**src/rtl/subpwm_pkg.sv**
```systemverilog
package subpwm_pkg;
  localparam int DUTY_W = 8;
  localparam int SUB_W  = 2;
  localparam int POS_W  = DUTY_W - SUB_W;

  typedef logic [DUTY_W-1:0] duty_t;
  typedef logic [SUB_W-1:0]  sub_idx_t;
  typedef logic [POS_W-1:0]  pos_t;

  typedef struct packed {
    pos_t     base;
    sub_idx_t extra;
  } duty_split_t;

  // high-time threshold of one sub-cycle, one bit wider than a position
  function automatic logic [POS_W:0] sub_threshold(duty_split_t d, sub_idx_t idx);
    logic bump;
    bump = (idx < d.extra);
    return {1'b0, d.base} + {{POS_W{1'b0}}, bump};
  endfunction
endpackage

```
**src/rtl/subpwm_cycle_cnt.sv**
```systemverilog
module subpwm_cycle_cnt
  import subpwm_pkg::*;
(
  input  logic  clk,
  input  logic  rst,
  input  logic  en,
  output duty_t cnt,
  output logic  cycle_start
);
  duty_t cnt_q;

  always_ff @(posedge clk) begin
    if (rst || !en) cnt_q <= '0;
    else            cnt_q <= cnt_q + {{(DUTY_W-1){1'b0}}, 1'b1};
  end

  assign cnt         = cnt_q;
  assign cycle_start = (cnt_q == '0);


  cnt_hold_chk: assert property (@(posedge clk) disable iff (rst)
    !en |=> cnt_q == '0);


  cnt_wrap_chk: assert property (@(posedge clk) disable iff (rst)
    (en && cnt_q == '1) |=> cnt_q == '0);
endmodule

```
**src/rtl/subpwm_duty_hold.sv**
```systemverilog
module subpwm_duty_hold
  import subpwm_pkg::*;
(
  input  logic  clk,
  input  logic  rst,
  input  logic  load,
  input  duty_t load_val,
  input  logic  cycle_start,
  output duty_t duty_eff
);
  duty_t shadow_q;
  duty_t active_q;

  always_ff @(posedge clk) begin
    if (rst)       shadow_q <= '0;
    else if (load) shadow_q <= load_val;
  end

  always_ff @(posedge clk) begin
    if (rst)              active_q <= '0;
    else if (cycle_start) active_q <= shadow_q;
  end

  // at count 0 the held value is used at once; elsewhere the latched copy
  assign duty_eff = cycle_start ? shadow_q : active_q;


  active_stable_chk: assert property (@(posedge clk) disable iff (rst)
    !cycle_start |=> $stable(active_q));
endmodule

```
**src/rtl/subpwm_chan_out.sv**
```systemverilog
module subpwm_chan_out
  import subpwm_pkg::*;
(
  input  logic  clk,
  input  logic  rst,
  input  logic  en,
  input  duty_t cnt,
  input  duty_t duty_eff,
  output logic  pwm
);
  sub_idx_t         idx;
  pos_t             pos;
  duty_split_t      split;
  logic [POS_W:0]   thr;
  logic             hit;
  logic             pwm_q;

  assign idx   = cnt[DUTY_W-1 -: SUB_W];
  assign pos   = cnt[POS_W-1:0];
  assign split = duty_split_t'(duty_eff);
  assign thr   = sub_threshold(split, idx);
  assign hit   = ({1'b0, pos} < thr);

  always_ff @(posedge clk) begin
    if (rst) pwm_q <= 1'b0;
    else     pwm_q <= en & hit;
  end

  assign pwm = pwm_q;


  off_low_chk: assert property (@(posedge clk) disable iff (rst)
    !en |=> !pwm_q);


  zero_low_chk: assert property (@(posedge clk) disable iff (rst)
    (en && duty_eff == '0) |=> !pwm_q);


  rise_chk: assert property (@(posedge clk) disable iff (rst)
    (en && cnt == '0 && duty_eff != '0) |=> pwm_q);


  full_chk: assert property (@(posedge clk) disable iff (rst)
    (en && pos == '1 && split.base == '1 && idx < split.extra) |=> pwm_q);
endmodule

```
**src/rtl/subcycle_pwm.sv**
```systemverilog
module subcycle_pwm
  import subpwm_pkg::*;
#(
  parameter int NUM_CH = 2,
  localparam int CH_W  = (NUM_CH > 1) ? $clog2(NUM_CH) : 1
) (
  input  logic              clk,
  input  logic              rst,
  input  logic              en,
  input  logic              wr_valid,
  output logic              wr_ready,
  input  logic [CH_W-1:0]   wr_chan,
  input  logic [DUTY_W-1:0] wr_duty,
  output logic [NUM_CH-1:0] pwm_out
);
  duty_t cnt;
  logic  cycle_start;
  logic  wr_fire;

  assign wr_ready = ~rst;
  assign wr_fire  = wr_valid & wr_ready;

  subpwm_cycle_cnt u_cnt (
    .clk         (clk),
    .rst         (rst),
    .en          (en),
    .cnt         (cnt),
    .cycle_start (cycle_start)
  );

  for (genvar g = 0; g < NUM_CH; g++) begin : g_ch
    duty_t duty_eff;
    logic  sel;

    assign sel = wr_fire && (wr_chan == CH_W'(g));

    subpwm_duty_hold u_hold (
      .clk         (clk),
      .rst         (rst),
      .load        (sel),
      .load_val    (wr_duty),
      .cycle_start (cycle_start),
      .duty_eff    (duty_eff)
    );

    subpwm_chan_out u_out (
      .clk      (clk),
      .rst      (rst),
      .en       (en),
      .cnt      (cnt),
      .duty_eff (duty_eff),
      .pwm      (pwm_out[g])
    );
  end


  ready_rst_chk: assert property (@(posedge clk) rst |-> !wr_ready);
endmodule

```
**config.mk**
```make
export PLATFORM = sky130hd
export DESIGN_NAME = subcycle_pwm
export DESIGN_NICKNAME = d
export VERILOG_FILES = /design/src/rtl/subpwm_pkg.sv /design/src/rtl/subpwm_cycle_cnt.sv /design/src/rtl/subpwm_duty_hold.sv /design/src/rtl/subpwm_chan_out.sv /design/src/rtl/subcycle_pwm.sv
export SDC_FILE = /design/constraint.sdc
export NUM_CORES = 1
export LEC_CHECK = 0
export ABC_AREA = 0
export CAP_MARGIN = 20
export CORE_MARGIN = 2
export CORE_UTILIZATION = 54
export CTS_CLUSTER_DIAMETER = 80
export DETAILED_ROUTE_END_ITERATION = 7
export DONT_BUFFER_PORTS = 1
export HOLD_SLACK_MARGIN = 0.03
export PLACE_DENSITY_LB_ADDON = 0.05
export REMOVE_ABC_BUFFERS = 1
export SYNTH_ARGS = -nofsm -noshare
export SYNTH_HDL_FRONTEND = slang
export SYNTH_SLANG_ARGS = --single-unit
```
**constraint.sdc**
```tcl
create_clock -name clk -period 11 [get_ports clk]
set_clock_uncertainty 0.2 [all_clocks]
set_input_delay 2.2 -clock clk [delete_from_list [all_inputs] [get_ports clk]]
set_output_delay 2.2 -clock clk [all_outputs]
set_load 0.02 [all_outputs]
```
==> flow_summary.ini <==
[routing]
remaining_drc_errors = 0
drt_first_pass_iters = 4
vias = 1627
drt.antenna.violating_nets = 0
drt-wirelength-per-cell_um = 14.4
viasPerCell = 5.52
finalWirelength_mm = 4.25
drt_iter0_markers = 85

[setup_path]
cp_cell_sequence = inv_1
cp_max_fo = 33
cp-startpoint = rst
startpoint_type = input port
cp_slowest_cell = inv_1
end_kind = output pin
worstReg2RegStart = u_cnt.cnt[1]
max_stage_delay_ps = 160
path_class = in2out
crit_arrival_ps = 2370
crit_buf_inv = 1
crit_required_ps = 8600
path_delay_family = buffers and inverters

[floorplanning]
dieArea_mm2 = 0.00474
floorplan.die.height_um = 68.8
boundaryPins = 16
coreArea_mm2 = 0.00403
initial_core_util_pct = 56.3
die_w_um = 68.8
fp-row-count = 23

[synthesis]
synth_top_family_by_area = simple AND/OR/NAND/NOR gates
synthTopCellsByCount = dfxtp_1, nor2_1, mux2i_1
synth_area_mm2 = 0.00227
netlist_instances = 249
synthSimpleGateAreaFrac_pct = 19.7
synth_xor_area_share_pct = 8.49
synth_edf_count = 0
synth_compound_gate_area_share_pct = 8.38
muxShareOfSynthArea_pct = 12.8
synth_area_per_cell_um2 = 9.12
synth_ff_type = dfxtp_1
ys_types = 36
synth_top_area_share_pct = 37.0
ys_seq_area_share_pct = 37.0
synth.area.top_cells = dfxtp_1, mux2i_1, ha_1
synthAdderAreaFrac_pct = 9.92
yosysTopAreaCell = dfxtp_1
ys_ff_latch = 42
yosysWarnings = 0
synth_most_common_cell = dfxtp_1
synthArstFlopShare_pct = 0

[grt]
grt_use_total_pct = 20.4
first_global_vias = 1510
grt_overflow = 0
grt_max_degree = 34
antenna_found_initial = 0
grt_pass1_wl_mm = 7.01

[timing]
drv_slew = 0
fin_crit_ps = 4770
clock.fmax_mhz = 210
worst_pin_slew_ps = 783
fin_crit_sh_pct = 43.4
rsz0062_at_grt = false
fin_setup_tns_ps = 0
slew_headroom_pct = 47.6
final-setup-viol-count = 0
fin_ws_ps = 6230
finalHoldViolations = 0

[job]
maxCapViolCount = 0

[clock_network]
h-tree-depth = 2
numCtsBuffers = 5
cts.sinks = 42
cts_root_buf = clkbuf_8
cts_max_path_buffers = 2
clkTransAtPathRegs_ps = 80
cts_hold_buffers = 0
post-cts-setup-buffers = 0
cts_tree = done
clock_latency_ps = 290
ctsResizeCount = 0

[layout]
diodes = 0
area_growth_pct = 4.52
nFillCells = 386
layout-drive-gt1-share_pct = 6.53
nets = 275

[power]
power_density_mw_per_mm2 = 133
peakVddDrop_v = 0.000124
p_leak_nw = 0.957

[run_status]
status = complete, no violations

[placed_design]
dp_slack_ps = 6240
hpwlAfterDp_mm = 3.11
numPortBuffers = 0
place.gp.congestion = 0.774

[worst_hold_path]
hp-start = g_ch[1].u_hold.shadow_q[0]
hp-class = reg2reg
==> cell usage in the layout (no fill, tap or decap), drive strengths merged, types with 2 or more instances in the layout <==
| master | n |
|---|---|
| a211oi | 3 |
| and2 | 5 |
| o22ai | 2 |
| nand4 | 7 |
| xor2 | 11 |
| and3 | 2 |
| nor2 | 29 |
| a21oi | 12 |
| mux2 | 3 |
| xnor2 | 11 |
| ha | 18 |
| nand2 | 23 |
| o21ai | 7 |
| mux2i | 25 |
| inv | 3 |
| nand2b | 3 |
| a21o | 2 |
| dfxtp | 42 |
| clkbuf | 6 |
| nand3 | 16 |
| or2 | 2 |
| and4 | 2 |
==> worst min-delay path: stages, from the launching register on <==
cell	delay, ps
dfxtp_1	310
nand2_1	50
a21oi_1	50
==> flip-flops by register name, summed over array words and instances (netlist names) <==
| name | count |
|---|---|
| g_ch.u_out.pwm | 2 |
| u_cnt.cnt | 8 |
| g_ch.u_hold.shadow_q | 16 |
| g_ch.u_hold.active_q | 16 |
==> per-layer routing <==
metal,global-route usage (%),share of wire (%),up-vias
li1,-,-,857
met1,28.6,52,742
met2,30.5,43,20
met3,4.22,3.5,8
met4,8.09,1.6,0
met5,0,0,-
==> area by class of cell <==
class                   count  area, um2  share of cell area [%]
multi-input cells         192       1350                    56.8
flip-flops and latches     42        841                    35.4
clock buffers               6       72.6                    3.06
well taps                  50       62.6                    2.64
clock inverters             2       37.5                    1.58
inverters                   3       11.3                   0.475
==> cell families after synthesis <==
kind of cell / Yosys count
AO/OA/AOI/OAI: 31
XOR/XNOR: 22
adder cells (fa/ha/maj): 18
buffers and inverters: 15
flip-flops: 42
multiplexers: 28
AND/OR/NAND/NOR: 93
==> stage by stage <==
stage | cells | util, % | power [mW] | hold WS (ps) | cell area [um2]
2_1_floorplan | 237 | - | 0.191 | 228 | 2200
3_3_place_gp | 287 | 56.1 | 0.198 | 242 | 2260
3_5_place_dp | 287 | 56.1 | 0.198 | 244 | 2260
4_1_cts | 295 | 58.9 | 0.320 | 256 | 2370
5_1_grt | 295 | 58.9 | 0.332 | 275 | 2370
6_report | 295 | 58.9 | 0.315 | 252 | 2370
==> power by group <==
group	switching, mW	leakage (nW)	internal, mW
registers	0.00613	0.342	0.158
clock network	0.0528	0.0514	0.0677
logic	0.0160	0.563	0.0147
==> path summary, 6_finish.rpt <==
path | to | slack (ps) | cells past startpoint
setup / recovery | wr_ready | 6230 | 1
hold / removal | g_ch[1].u_hold.shadow_q[0] | 250 | 2
setup reg to reg | g_ch[1].u_out.pwm | 6640 | 18
hold reg to reg | g_ch[1].u_hold.shadow_q[0] | 250 | 2
(Power assumes the default switching activity.)
